`src/rtl/sdr_col_gen_pkg.sv`:
```
package sdr_col_gen_pkg;

    typedef enum logic {
        ORD_SEQ = 1'b0,
        ORD_ILV = 1'b1
    } col_order_e;

    // largest fixed length expressed as log2 (8 beats)
    localparam int unsigned MAX_FIX_LOG = 3;

endpackage

```
`src/rtl/sdr_bl_decode.sv`:
```
module sdr_bl_decode #(
    parameter int unsigned COL_W = 9,
    parameter int unsigned LEN_W = 3
) (
    input  logic [LEN_W-1:0] code_i,
    output logic [COL_W-1:0] mask_o,
    output logic             page_o
);
    import sdr_col_gen_pkg::*;

    always_comb begin
        page_o = (int'(code_i) > int'(MAX_FIX_LOG));
    end

    // low-bit wrap mask: bit i is inside the burst block when i < log2(BL)
    for (genvar i = 0; i < COL_W; i++) begin : g_mask
        always_comb begin
            mask_o[i] = page_o | (int'(code_i) > i);
        end
    end

endmodule

```
`src/rtl/sdr_col_map.sv`:
```
module sdr_col_map #(
    parameter int unsigned COL_W = 9
) (
    input  logic [COL_W-1:0] base_i,
    input  logic [COL_W-1:0] beat_i,
    input  logic [COL_W-1:0] mask_i,
    input  logic             ilv_i,
    output logic [COL_W-1:0] col_o
);
    logic [COL_W-1:0] low_seq;
    logic [COL_W-1:0] low_ilv;

    always_comb begin
        low_seq = (base_i + beat_i) & mask_i;
        low_ilv = (base_i ^ beat_i) & mask_i;
        col_o   = (base_i & ~mask_i) | (ilv_i ? low_ilv : low_seq);
    end

endmodule

```
`src/rtl/sdr_col_gen.sv`:
```
module sdr_col_gen #(
    parameter int unsigned COL_W = 9,
    parameter int unsigned LEN_W = 3
) (
    input  logic             clk,
    input  logic             rst_n,
    input  logic             start_i,
    input  logic [COL_W-1:0] start_col_i,
    input  logic [LEN_W-1:0] blen_i,
    input  logic             ilv_i,
    input  logic             stop_i,
    output logic [COL_W-1:0] col_o,
    output logic             valid_o,
    output logic             last_o
);
    import sdr_col_gen_pkg::*;

    typedef struct packed {
        logic             active;
        logic             last;
        logic [COL_W-1:0] col;
        logic [COL_W-1:0] base;
        logic [COL_W-1:0] beat;
        logic [COL_W-1:0] mask;
        logic             page;
        col_order_e       order;
    } gen_state_t;

    gen_state_t st_d;
    gen_state_t st_q;

    logic [COL_W-1:0] dec_mask;
    logic             dec_page;
    logic [COL_W-1:0] beat_nxt;
    logic [COL_W-1:0] col_nxt;
    logic [COL_W-1:0] cur_mask;
    logic             cur_page;

    sdr_bl_decode #(
        .COL_W (COL_W),
        .LEN_W (LEN_W)
    ) i_decode (
        .code_i (blen_i),
        .mask_o (dec_mask),
        .page_o (dec_page)
    );

    always_comb begin
        beat_nxt = st_q.beat + 1'b1;
    end

    sdr_col_map #(
        .COL_W (COL_W)
    ) i_map (
        .base_i (st_q.base),
        .beat_i (beat_nxt),
        .mask_i (st_q.mask),
        .ilv_i  (st_q.order == ORD_ILV),
        .col_o  (col_nxt)
    );

    always_comb begin
        st_d = st_q;
        if (start_i) begin
            st_d.active = 1'b1;
            st_d.base   = start_col_i;
            st_d.beat   = '0;
            st_d.mask   = dec_mask;
            st_d.page   = dec_page;
            st_d.order  = (ilv_i && !dec_page) ? ORD_ILV : ORD_SEQ;
            st_d.col    = start_col_i;
            st_d.last   = !dec_page && (dec_mask == '0);
        end else if (st_q.active && !stop_i && !st_q.last) begin
            st_d.beat   = beat_nxt;
            st_d.col    = col_nxt;
            st_d.last   = !st_q.page && (beat_nxt == st_q.mask);
        end else begin
            st_d.active = 1'b0;
            st_d.last   = 1'b0;
            st_d.col    = '0;
        end
    end

    always_ff @(posedge clk) begin
        if (!rst_n) begin
            st_q <= '0;
        end else begin
            st_q <= st_d;
        end
    end

    assign col_o    = st_q.col;
    assign valid_o  = st_q.active;
    assign last_o   = st_q.last;
    assign cur_mask = st_q.mask;
    assign cur_page = st_q.page;

endmodule

```
`config.mk`:
```
export PLATFORM = sky130hd
export DESIGN_NAME = sdr_col_gen
export DESIGN_NICKNAME = d
export VERILOG_FILES = /design/src/rtl/sdr_col_gen_pkg.sv /design/src/rtl/sdr_bl_decode.sv /design/src/rtl/sdr_col_map.sv /design/src/rtl/sdr_col_gen.sv
export SDC_FILE = /design/constraint.sdc
export NUM_CORES = 1
export LEC_CHECK = 0
export CAP_MARGIN = 15
export CORE_UTILIZATION = 56
export DETAILED_ROUTE_END_ITERATION = 12
export GPL_TIMING_DRIVEN = 0
export PLACE_DENSITY = 0.8
export SLEW_MARGIN = 10
export SYNTH_ARGS = -nofsm -noshare
export SYNTH_HDL_FRONTEND = slang
export SYNTH_SLANG_ARGS = --single-unit
```
`constraint.sdc`:
```
create_clock -name clk -period 3 [get_ports clk]
set_input_delay 0.6 -clock clk [delete_from_list [all_inputs] [get_ports clk]]
set_output_delay 0.6 -clock clk [all_outputs]
set_load 0.02 [all_outputs]
```
==> summary.txt <==
Crit path required time = 3240 ps
post-synthesis compound-gate area fraction = 15.0%
Final Wtd Congestion = 0.907
Vias = 1883
Tmin final = 2810 ps
max-cap violation count = 0
final worst setup slack = 194 ps
io pins = 28
max frequency = 356 MHz
most frequent cells in the layout = dfxtp_1, nand2_1, clkdlybuf4s50_1, nor2_1, xnor2_1
Mapped Area = 2310 um2
CTS H-tree depth = 2
cts bufs inserted = 5
final worst-path cycle share = 93.5%
FP Rows = 22
post-synthesis register bit count = 37
average cell area after synthesis = 8.88 um2
CTS resizes = 0
global-route wire length before repair = 7990 um
hold depth = 2
Die Y = 66.2 um
Slew @ Worst Pin = 641 ps
TritonCTS sink count = 37
critical path depth in cells = 11
critical path startpoint category = register
post-DP HPWL = 3600 um
Slew headroom = 57.3%
xor/xnor share of the synthesized area = 9.43%
largest net degree at the start of global routing = 12
diodes inserted = 0
Adder-Cell Fraction of Synth Area = 6.83%
final wirelength = 4770 um
final setup skew = 5.28 ps
Yosys top cell area share = 32.1%
clk slew on worst S/H paths = 70 ps
initial antenna violation count = 0
synth unique cells = 53
latest clock arrival within the worst-skew pair = 290 ps
most common cell after layout, fill and taps aside = dfxtp_1
Initial Utilization = 60.8%
fin nets = 322
pre-CTS setup slack = 256 ps
fraction of layout cells with a size suffix above 1 = 11.9%
TritonCTS clock tree = yes
VDD IR-drop max = 0.366 mV
mux contribution to synthesized area = 6.18%
Synth warnings = 0
total track usage = 25.1%
Area Growth Syn to Fin = 18.3%
worst-case clock buffer depth = 2
Mapped Cells = 260
DRC = 0
setup TNS = 0 ps
Hold Buf Count CTS = 0
critical path endpoint category = register
vias per cell = 5.51
Slowest-stage cell, CP = dfxtp_1
top_reg_cell synth = dfxtp_1
postcts setup bufs = 0
CP peak stage delay = 470 ps
I/O Buffers = 26
sequential fraction of the synthesis area = 32.1%
critical-path cell list = ha_1 > nand3_4 > nor2_1 > xor2_1 > ha_1 > nand2_1 > a2111oi_2 > nor3_2 > xnor2_1 > mux2_1 > nand2_1
Crit Path Category = reg -> reg
Syn Nets = 289
EDFF count, synth = 0
outcome = finished, final reports clean
initial DRC count = 84
power per cell area = 393 nW/um2
Leak Pwr = 0.00112 uW
final count of hold timing violations = 0
die width = 66.2 um
vias in the first global route = 1732
CP Buf/Inv Count = 0
RSZ-0062 raised after global routing = false
worst hold path class = reg -> reg
DIE AREA = 4380 um2
gr ovfl total = 0
largest family of logic cells by synthesized area = simple AND/OR/NAND/NOR gates
fraction of registers with async set/reset = 0%
Worst R2R Path Depth = 11
First-pass DRT Iterations = 4
area leader, netlist = dfxtp_1
core box area = 3800 um2
Slew Limit Fails = 0
cells taking the most area after synthesis = dfxtp_1, ha_1, xnor2_1
Top Family by Delay on Critical Path = adder cells
simple-gate share of the synthesized area = 22.9%
antenna viol nets, final = 0
worst path arrival time = 3050 ps
worst-path fanout max = 7
endpoints failing setup = 0
Root Driver = clkbuf_8
WL/cell = 14.0 um
==> stage by stage <==
step                      total power (uW)  utilization (%)  std cells  instance area, um2  hold WS, ps
after detailed placement               693             69.2        334                2630          516
after CTS                             1080             71.9        342                2730          527
after global placement                 689             69.2        334                2630          510
after global routing                  1120             71.9        342                2730          559
after floorplan                        633                -        260                2310          487
final                                 1070             71.9        342                2730          528
==> cell families after synthesis <==
group	after synthesis
fa+ha+maj	12
mux	14
simple gates	92
compound gates	53
flops	37
buf+inv	28
xor+xnor	24
==> power by group <==
group	switching, uW	internal [uW]	total, uW
Combinational	72.3	79.0	151
Clock	182	208	390
Sequential	19.2	512	531
Total	274	799	1070
==> state kept, by name, indices dropped and copies added, names as in the netlist <==
| register | flops |
|---|---|
| col_o | 9 |
| cur_mask | 7 |
| last_o | 1 |
| st_q | 19 |
| valid_o | 1 |
==> tightest hold or removal path, delay by kind of cell (launching register included) <==
kind               cells  cell delay (ps)
AOI/OAI and AO/OA      1               50
and+or+nand+nor        1               70
DFF                    1              360
==> cell usage after synthesis, drive strengths merged, types with 8 or more instances <==
cell / count
dfxtp: 37
nand2: 29
nor2: 19
buf: 16
xnor2: 15
a21oi: 14
o21ai: 14
mux2i: 12
ha: 11
nor2b: 9
xor2: 9
nand2b: 8
==> routing by layer <==
layer  GRT usage (%)  share of wire, %  up-vias
met2            41.6                47       59
li1                -                 -      954
met4            11.4               1.8        0
met5               0                 0        -
met3            5.00               7.0        8
met1            30.9                44      862
==> area by class of cell <==
cell class                      count  area [um2]
Fill cell                         309        1070
Clock inverter                      1        5.00
Timing Repair Buffer               26         260
Sequential cell                    37         741
Multi-Input combinational cell    195        1390
Clock buffer                        7        96.3
Inverter                            7        26.3
Tap cell                           48        60.1
Buffer                             21         149
==> path summary, 6_finish.rpt <==
path         slack [ps]  startpoint       end
min reg2reg         530    st_q[12]  st_q[12]
max reg2reg         190    st_q[11]  col_o[8]
max                 190    st_q[11]  col_o[8]
min                 530    st_q[12]  st_q[12]
Power figures use the tool's default switching activity.
